--- config.mk ---
export PLATFORM = sky130hd
export DESIGN_NAME = wdg_protected
export DESIGN_NICKNAME = d
export VERILOG_FILES = /design/src/rtl/wdg_pkg.sv /design/src/rtl/wdg_unlock_win.sv /design/src/rtl/wdg_ctrl_reg.sv /design/src/rtl/wdg_limit.sv /design/src/rtl/wdg_counter.sv /design/src/rtl/wdg_protected.sv
export SDC_FILE = /design/constraint.sdc
export NUM_CORES = 1
export LEC_CHECK = 0
export BUFFER_PORTS_ARGS = -buffer_cell sky130_fd_sc_hd__buf_4
export CORE_MARGIN = 2
export CORE_UTILIZATION = 40
export CTS_BUF_LIST = sky130_fd_sc_hd__clkbuf_16
export CTS_CLUSTER_SIZE = 40
export DETAILED_ROUTE_END_ITERATION = 12
export PLACE_DENSITY_LB_ADDON = 0.2
export SKIP_CTS_REPAIR_TIMING = 1
export SYNTH_ARGS = -nofsm -noshare
export SYNTH_HDL_FRONTEND = slang
export SYNTH_SLANG_ARGS = --single-unit
--- constraint.sdc ---
create_clock -name clk_i -period 2.66 [get_ports clk_i]
set_input_delay 0.399 -clock clk_i [delete_from_list [all_inputs] [get_ports clk_i]]
set_output_delay 0.399 -clock clk_i [all_outputs]
set_load 0.01 [all_outputs]
--- src/rtl/wdg_pkg.sv ---
package wdg_pkg;
   localparam int unsigned PSEL_W  = 3;
   localparam int unsigned NUM_SEL = 1 << PSEL_W;
   localparam int unsigned LVL_W   = 2;

   typedef struct packed {
      logic              en;
      logic              chg;
      logic [PSEL_W-1:0] psel;
   } wdg_ctrl_t;

   typedef struct packed {
      logic              en;
      logic              chg;
      logic [PSEL_W-1:0] psel;
   } wdg_wr_t;
endpackage

--- src/rtl/wdg_unlock_win.sv ---
module wdg_unlock_win #(
   parameter int unsigned WIN_CYC = 4
) (
   input  logic clk_i,
   input  logic rst_ni,
   input  logic open_i,
   input  logic consume_i,
   output logic active_o
);
   localparam int unsigned WC_W = $clog2(WIN_CYC + 1);
   localparam logic [WC_W-1:0] WIN_LOAD = WC_W'(WIN_CYC);

   generate
      if (WIN_CYC < 1) begin : g_bad_win
         $error("wdg_unlock_win: WIN_CYC must be at least 1");
      end
   endgenerate

   logic [WC_W-1:0] left_q;

   always_ff @(posedge clk_i) begin
      if (!rst_ni) begin
         left_q <= '0;
      end else if (open_i) begin
         left_q <= WIN_LOAD;
      end else if (consume_i) begin
         left_q <= '0;
      end else if (left_q != '0) begin
         left_q <= left_q - WC_W'(1);
      end
   end

   assign active_o = (left_q != '0);
endmodule

--- src/rtl/wdg_ctrl_reg.sv ---
module wdg_ctrl_reg
   import wdg_pkg::*;
#(
   parameter int unsigned WIN_CYC    = 4,
   parameter int unsigned LOCK_LEVEL = 2
) (
   input  logic              clk_i,
   input  logic              rst_ni,
   input  logic [LVL_W-1:0]  safety_lvl_i,
   input  logic              wr_i,
   input  wdg_wr_t           wr_data_i,
   output wdg_ctrl_t         ctrl_o,
   output logic              psel_upd_o
);
   generate
      if (LOCK_LEVEL >= (1 << LVL_W)) begin : g_bad_lvl
         $error("wdg_ctrl_reg: LOCK_LEVEL does not fit the safety level input");
      end
   endgenerate

   logic locked;
   logic open_win;
   logic consume_win;
   logic win_active;
   logic en_q;
   logic [PSEL_W-1:0] psel_q;
   logic en_d;

   assign locked      = (safety_lvl_i == LVL_W'(LOCK_LEVEL));
   assign open_win    = wr_i && wr_data_i.chg && wr_data_i.en;
   assign consume_win = wr_i && !wr_data_i.en && win_active;

   wdg_unlock_win #(
      .WIN_CYC (WIN_CYC)
   ) win_i (
      .clk_i     (clk_i),
      .rst_ni    (rst_ni),
      .open_i    (open_win),
      .consume_i (consume_win),
      .active_o  (win_active)
   );

   always_comb begin
      en_d = en_q;
      if (wr_i) begin
         if (wr_data_i.en) begin
            en_d = 1'b1;
         end else if (win_active) begin
            en_d = 1'b0;
         end
      end
      if (locked) begin
         en_d = 1'b1;
      end
   end

   always_ff @(posedge clk_i) begin
      if (!rst_ni) begin
         en_q   <= locked;
         psel_q <= '0;
      end else begin
         en_q <= en_d;
         if (wr_i) begin
            psel_q <= wr_data_i.psel;
         end
      end
   end

   assign psel_upd_o  = wr_i && (wr_data_i.psel != psel_q);
   assign ctrl_o.en   = en_q;
   assign ctrl_o.chg  = win_active;
   assign ctrl_o.psel = psel_q;
endmodule

--- src/rtl/wdg_limit.sv ---
module wdg_limit
   import wdg_pkg::*;
#(
   parameter int unsigned UNIT_CYC = 16384,
   parameter int unsigned LIM_W    = 22,
   parameter int unsigned VARIANT  = 0
) (
   input  logic [PSEL_W-1:0] psel_i,
   output logic [LIM_W-1:0]  limit_o
);
   localparam logic [LIM_W-1:0] UNIT_V = LIM_W'(UNIT_CYC);

   generate
      if (VARIANT == 0) begin : g_shift
         assign limit_o = UNIT_V << psel_i;
      end else if (VARIANT == 1) begin : g_table
         logic [LIM_W-1:0] tab [NUM_SEL];
         for (genvar g = 0; g < NUM_SEL; g++) begin : g_ent
            assign tab[g] = UNIT_V << g;
         end
         assign limit_o = tab[psel_i];
      end else begin : g_bad_variant
         $error("wdg_limit: VARIANT must be 0 or 1");
      end
   endgenerate
endmodule

--- src/rtl/wdg_counter.sv ---
module wdg_counter #(
   parameter int unsigned LIM_W = 22
) (
   input  logic             clk_i,
   input  logic             rst_ni,
   input  logic             en_i,
   input  logic             restart_i,
   input  logic [LIM_W-1:0] limit_i,
   output logic             expire_o
);
   logic [LIM_W-1:0] cnt_q;
   logic             hit;

   assign hit = (cnt_q == (limit_i - LIM_W'(1)));

   always_ff @(posedge clk_i) begin
      if (!rst_ni || !en_i) begin
         cnt_q    <= '0;
         expire_o <= 1'b0;
      end else if (restart_i) begin
         cnt_q    <= '0;
         expire_o <= 1'b0;
      end else if (hit) begin
         cnt_q    <= '0;
         expire_o <= 1'b1;
      end else begin
         cnt_q    <= cnt_q + LIM_W'(1);
         expire_o <= 1'b0;
      end
   end
endmodule

--- src/rtl/wdg_protected.sv ---
module wdg_protected
   import wdg_pkg::*;
#(
   parameter int unsigned UNIT_CYC      = 16384,
   parameter int unsigned WIN_CYC       = 4,
   parameter int unsigned LOCK_LEVEL    = 2,
   parameter int unsigned LIMIT_VARIANT = 0
) (
   input  logic       clk_i,
   input  logic       rst_ni,
   input  logic [1:0] safety_lvl_i,
   input  logic       wr_i,
   input  logic       wr_en_i,
   input  logic       wr_chg_i,
   input  logic [2:0] wr_psel_i,
   input  logic       kick_i,
   output logic       en_o,
   output logic       chg_o,
   output logic [2:0] psel_o,
   output logic       wdt_rst_o
);
   localparam int unsigned LIM_W = $clog2(UNIT_CYC) + NUM_SEL;

   generate
      if (UNIT_CYC < 2) begin : g_bad_unit
         $error("wdg_protected: UNIT_CYC must be at least 2");
      end
   endgenerate

   wdg_wr_t          wr_data;
   wdg_ctrl_t        ctrl;
   logic             psel_upd;
   logic [LIM_W-1:0] limit;

   assign wr_data.en   = wr_en_i;
   assign wr_data.chg  = wr_chg_i;
   assign wr_data.psel = wr_psel_i;

   wdg_ctrl_reg #(
      .WIN_CYC    (WIN_CYC),
      .LOCK_LEVEL (LOCK_LEVEL)
   ) ctrl_i (
      .clk_i        (clk_i),
      .rst_ni       (rst_ni),
      .safety_lvl_i (safety_lvl_i),
      .wr_i         (wr_i),
      .wr_data_i    (wr_data),
      .ctrl_o       (ctrl),
      .psel_upd_o   (psel_upd)
   );

   wdg_limit #(
      .UNIT_CYC (UNIT_CYC),
      .LIM_W    (LIM_W),
      .VARIANT  (LIMIT_VARIANT)
   ) limit_i (
      .psel_i  (ctrl.psel),
      .limit_o (limit)
   );

   wdg_counter #(
      .LIM_W (LIM_W)
   ) cnt_i (
      .clk_i     (clk_i),
      .rst_ni    (rst_ni),
      .en_i      (ctrl.en),
      .restart_i (kick_i || psel_upd),
      .limit_i   (limit),
      .expire_o  (wdt_rst_o)
   );

   assign en_o   = ctrl.en;
   assign chg_o  = ctrl.chg;
   assign psel_o = ctrl.psel;
endmodule

Word-level counts from Yosys, hierarchy flattened
Index checks and enable logic that the tools add are counted.
{"block": "op_classes", "add_sub_neg": 3, "eq_ne": 5, "n_shift": 1, "mux": 9, "n_bitwise": 1, "n_reduce_logical": 16}
{"op": "adder 22 x 1 -> 22 bit, second input constant", "count": 1}
{"op": "equality test 22 bit", "count": 1}
{"op": "left shift 15 x 3 -> 22 bit, first input constant", "count": 1}
{"op": "subtractor 22 x 1 -> 22 bit, second input constant", "count": 1}
{"op": "two-way mux 3 bit", "count": 3}
{"op": "two-way mux 1 bit", "count": 6}
{"op": "nonzero test 3 bit", "count": 2}
{"op": "OR reduction 3 bit", "count": 2}
{"op": "logical AND 1 bit", "count": 5}
{"op": "inequality test 4 x 1 -> 1 bit, second input constant", "count": 1}
{"op": "zero test 1 bit", "count": 3}
{"op": "inequality test 3 x 1 -> 1 bit, second input constant", "count": 1}
{"op": "inequality test 3 bit", "count": 1}
{"op": "subtractor 3 x 1 -> 3 bit, second input constant", "count": 1}
{"op": "equality test 2 bit, second input constant", "count": 1}
{"op": "logical OR 1 bit", "count": 2}
{"op": "AND reduction 2 bit", "count": 1}
{"op": "OR reduction 2 bit", "count": 1}
{"op": "inverter 1 bit", "count": 1}
{"block": "totals", "reg_bits": 30, "out_inout_bits": 6}

Logic depth before layout (Yosys ltp)
{"block": "logic_depth", "ltp_word": 6, "depth_mapped": 12}

By module
From an unflattened synthesis, not the netlist that was laid out.
{"block": "unflattened", "cells_unflattened": 287, "area_unflattened_um2": 2359.8}
{"mod": "wdg_counter", "instances": 1, "cells_per_inst": 221, "area_each_um2": 1785.5, "seq_area_each_um2": 460.4}
{"mod": "wdg_ctrl_reg", "instances": 1, "cells_per_inst": 24, "area_each_um2": 235.2, "seq_area_each_um2": 90.1}
{"mod": "wdg_limit", "instances": 1, "cells_per_inst": 23, "area_each_um2": 173.9, "seq_area_each_um2": 0.0}
{"mod": "wdg_unlock_win", "instances": 1, "cells_per_inst": 18, "area_each_um2": 158.9, "seq_area_each_um2": 60.1}
{"mod": "wdg_protected", "instances": 1, "cells_per_inst": 1, "area_each_um2": 6.3, "seq_area_each_um2": 0.0}

Least setup slack after synthesis
Ideal clock, no wire load.
{"block": "synth_timing", "path_type": "flip-flop to flip-flop", "startpoint": "register ctrl_i.psel_q[2]", "endpoint": "register cnt_i.cnt_q[11]", "setup_ps": 64, "arrival_ps": 2535, "path_slack_ps": 61, "path_stages_with_launch": 12, "path_buffers": 3, "path_cell_list": "dfxtp_1 -> clkbuf_1 -> or3_1 -> ha_1 -> buf_2 -> nor2b_1 -> mux2_2 -> a221oi_1 -> nor3_1 -> a21o_1 -> buf_2 -> nor2_1"}
{"block": "synth_between", "elab_chain_cells": 4, "elab_cells_between_ends": 7, "cone_classes": "add/sub: 1; eq/ne: 2; shift: 1; reduce/logical: 3"}
{"element": "from (decl)", "line_no": "wdg_ctrl_reg.sv:26", "text": "logic [PSEL_W-1:0] psel_q;"}
{"element": "from (signal assigned)", "line_no": "wdg_ctrl_reg.sv:64", "text": "psel_q <= wr_data_i.psel;"}
{"element": "left shift 15 x 3 -> 22 bit or inequality test 3 bit (tied branches)", "line_no": "wdg_limit.sv:15, wdg_ctrl_reg.sv:69"}
{"element": "subtractor 22 x 1 -> 22 bit or logical AND 1 bit (tied branches)", "line_no": "wdg_counter.sv:14, wdg_ctrl_reg.sv:69"}
{"element": "equality test 22 bit or logical OR 1 bit (tied branches)", "line_no": "wdg_counter.sv:14, wdg_protected.sv:67"}
{"element": "OR reduction 3 bit (no line) *"}
{"element": "to (signal assigned)", "line_no": "wdg_counter.sv:27", "text": "cnt_q <= cnt_q + LIM_W'(1);"}
{"element": "to (decl)", "line_no": "wdg_counter.sv:11", "text": "logic [LIM_W-1:0] cnt_q;"}
Mark *: on every way between the ends. The rest lies on a longest branch, timed or not.
A chain may end at the register's enable or synchronous reset.

Final worst setup path
{"block": "layout_timing", "startpoint": "register ctrl_i.psel_q[2]", "endpoint": "register cnt_i.cnt_q[21]"}
The elaborated chain is that of the path after synthesis.

==> qor.yml <==
outcome:
  outcome: "finished clean"
sta:
  finalSetupTns_ps: 0
  finalSetupViolCount: 0
  max_freq_ghz: 0.411
  slew_headroom_pct: 78.5
  rsz0062_at_grt: "no"
  tightest_slew_ps: 320
  hold_ws_ps: 394
  drv_slew: 0
  layout_min_cycle_time_ps: 2430
  finClkSkew_ps: 4.39
  period_share_pct: 91.4
  finalHoldViolCount: 0
synth:
  synth_top_family_by_area: "simple AND/OR/NAND/NOR gates"
  synthSimpleGateAreaFrac_pct: 29.1
  ys_ff_latch: 30
  netlist_instances: 199
  ys_seq_area_share_pct: 37.6
  ys_warn_count: 0
  syn_area_um2: 1620
  synth_xor_xnor_area_share_pct: 12.4
  synth.area.mux_share_pct: 3.78
  synth_compound_area_share_pct: 9.25
  avgSynthCellArea_um2: 8.15
  synth_fp_nets: 214
  synth_fa_ha_area_share_pct: 3.08
  synth_cell_types: 37
layout:
  diodes: 0
  final_layout_size_suffix_gt1_share_pct: 16.1
  final_util_pct: 50.3
  seq_area_um2: 611
  nets: 232
  final_common_cell: "nor2_1"
  fillerInstances: 382
  final_cell_mix: "nor2_1, dfxtp_1, buf_4"
  multi_input_area_um2: 936
  final_cells: 268
  areaGrowthSynthToFinish_pct: 22.1
detailed_routing:
  antenna_left: 0
  first_pass_iters: 6
  drcViolationCount: 0
  drt_wl_total_um: 2990
  drtIter0Drc: 58
  via_per_inst: 4.85
  wl_per_cell_um: 11.2
  vias: 1299
place:
  hpwl_um: 2200
  portBuffers: 16
  globalplace.congestion: 0.743
  placedCellCount: 260
floorplan:
  fp-row-count: 23
  die_y_um: 67.7
  start_util_pct: 41.2
  dieArea_um2: 4580
  core-area_um2: 3940
  ioPinCount: 17
  die_x_um: 67.7
worst_setup_path:
  critical_path.cell_chain: "or3_1 > ha_1 > or3_1 > a21oi_1 > o221ai_1 > nor3_1 > a21o_2 > nor2_1"
  worst-setup-path-type: "flip-flop to flip-flop"
  crit_buf_inv: 0
  crit_fanout: 12
  slowest_stage: "or3_1"
  cp-start-kind: "flip-flop"
  crit_family: "simple AND/OR/NAND/NOR gates"
  crit_path_end_kind: "flip-flop"
  cp_slowest_stage_delay_ps: 370
  required_ps: 2810
  crit_arrival_ps: 2580
  path_common_cell: "or3_1"
clock_tree:
  tritoncts: "built"
  path_clk_slew_ps: 50
  cts.sinks: 30
  clk_latency_ps: 270
  htreeDepth: 2
  cts_buffers: 5
  clock-root-buffer: "clkbuf_16"
  clk_path_buf_depth: 2
global_route:
  grt_util_all_layers_pct: 15.5
  grt-ovfl-total: 0
  grt_pass1_vias: 1196
  grt_max_degree: 13
  grt_pass1_wl_um: 5210
  antenna_found_initial: 0
flow_run:
  max_cap_violations: 0
pwr:
  peakVddDrop_v: 0.000275
  leakagePower_nw: 0.724
  powerDensity_nw_per_um2: 708
min_path:
  hold_class: "input pin to flip-flop"
tightest hold or removal path, cell delays in order:
cell	delay [ps]
buf_4	110
nand2_1	50
a21oi_1	50
cells by family (layout without fill, tap and decap cells):
kind of cell             Yosys count  in the layout
AO/OA/AOI/OAI                     22             22
XOR/XNOR                          23             23
adder cells (fa/ha/maj)            4              4
buffers and inverters             17             36
flip-flops                        30             30
multiplexers                       6              6
AND/OR/NAND/NOR                   97             97
per-layer routing:
layer	GRT usage [%]	vias up	wire length (um)
met5	0	-	0
met4	7.65	0	51
met3	3.50	6	70
met2	25.4	11	1370
met1	19.0	581	1500
li1	-	701	-
layout make-up:
class                           count  area share [%]
Clock buffer                        5            6.31
Timing Repair Buffer               21            7.95
Inverter                            7            1.33
Sequential cell                    30            30.8
Clock inverter                      3            3.22
Tap cell                           50            3.16
Multi-Input combinational cell    152            47.2
through the flow:
stage	setup slack (ps)	total power [W]	cell area (um^2)
after detailed placement	94.0	0.000694	1790
after CTS	91.3	0.00142	1980
after floorplan	60.6	0.000632	1620
final	229	0.00140	1980
after global routing	15.6	0.00146	1980
after global placement	178	0.000690	1790
synthesized netlist by cell type:
| cell | number | share of area [%] |
|---|---|---|
| nand2_1 | 20 | 4.6 |
| and2_1 | 2 | 0.77 |
| nor4_1 | 1 | 0.39 |
| mux2_2 | 1 | 0.69 |
| nand4bb_1 | 1 | 0.69 |
| nand4_1 | 4 | 1.5 |
| mux2i_1 | 5 | 3.1 |
| a21oi_1 | 5 | 1.5 |
| and3_1 | 3 | 1.2 |
| edfxtp_1 | 1 | 1.9 |
| clkbuf_1 | 6 | 1.4 |
| a21o_1 | 5 | 2.3 |
| a221oi_1 | 1 | 0.54 |
| a21oi_2 | 3 | 1.6 |
| buf_2 | 2 | 0.62 |
| o21ai_0 | 3 | 0.92 |
| o211ai_1 | 1 | 0.46 |
| o31ai_1 | 1 | 0.46 |
| buf_6 | 1 | 0.69 |
| buf_4 | 1 | 0.46 |
| dfxtp_1 | 29 | 36 |
| a31oi_1 | 1 | 0.39 |
| nor2b_1 | 7 | 2.7 |
| inv_1 | 7 | 1.6 |
| xnor2_1 | 12 | 6.5 |
| or3_2 | 1 | 0.46 |
| o221ai_1 | 1 | 0.54 |
| nand3_1 | 11 | 3.4 |
| ha_1 | 4 | 3.1 |
| xor2_1 | 11 | 5.9 |
| nor2_1 | 30 | 6.9 |
| and3_2 | 1 | 0.46 |
| or2_1 | 1 | 0.39 |
| nor3_1 | 3 | 0.92 |
| nand2b_1 | 4 | 1.5 |
| or3_1 | 8 | 3.1 |
| a211oi_1 | 1 | 0.46 |
where the power goes:
| group | internal [W] | switching (W) |
|---|---|---|
| Sequential | 0.000473 | 0.0000115 |
| Clock | 0.000532 | 0.000188 |
| Combinational | 0.0000982 | 0.000100 |
registers in the layout, summed over array words and instances (netlist names):
register and count:
ctrl_i.psel_q 3, cnt_i.expire_o 1, cnt_i.cnt_q 22, ctrl_i.en_q 1
ctrl_i.win_i.left_q 3
final timing paths:
kind         cells past startpoint                             endpoint  slack (ps)                           from
max                              8           cnt_i.cnt_q[21]$_SDFF_PP0_         230  ctrl_i.psel_q[2]$_SDFFE_PN0P_
min                              3  ctrl_i.win_i.left_q[2]$_SDFFE_PN0P_         390                       wr_chg_i
max reg2reg                      8           cnt_i.cnt_q[21]$_SDFF_PP0_         230  ctrl_i.psel_q[2]$_SDFFE_PN0P_
min reg2reg                      1            cnt_i.cnt_q[0]$_SDFF_PP0_         480      cnt_i.cnt_q[0]$_SDFF_PP0_
Note: power is estimated with default switching activity, not from simulation.
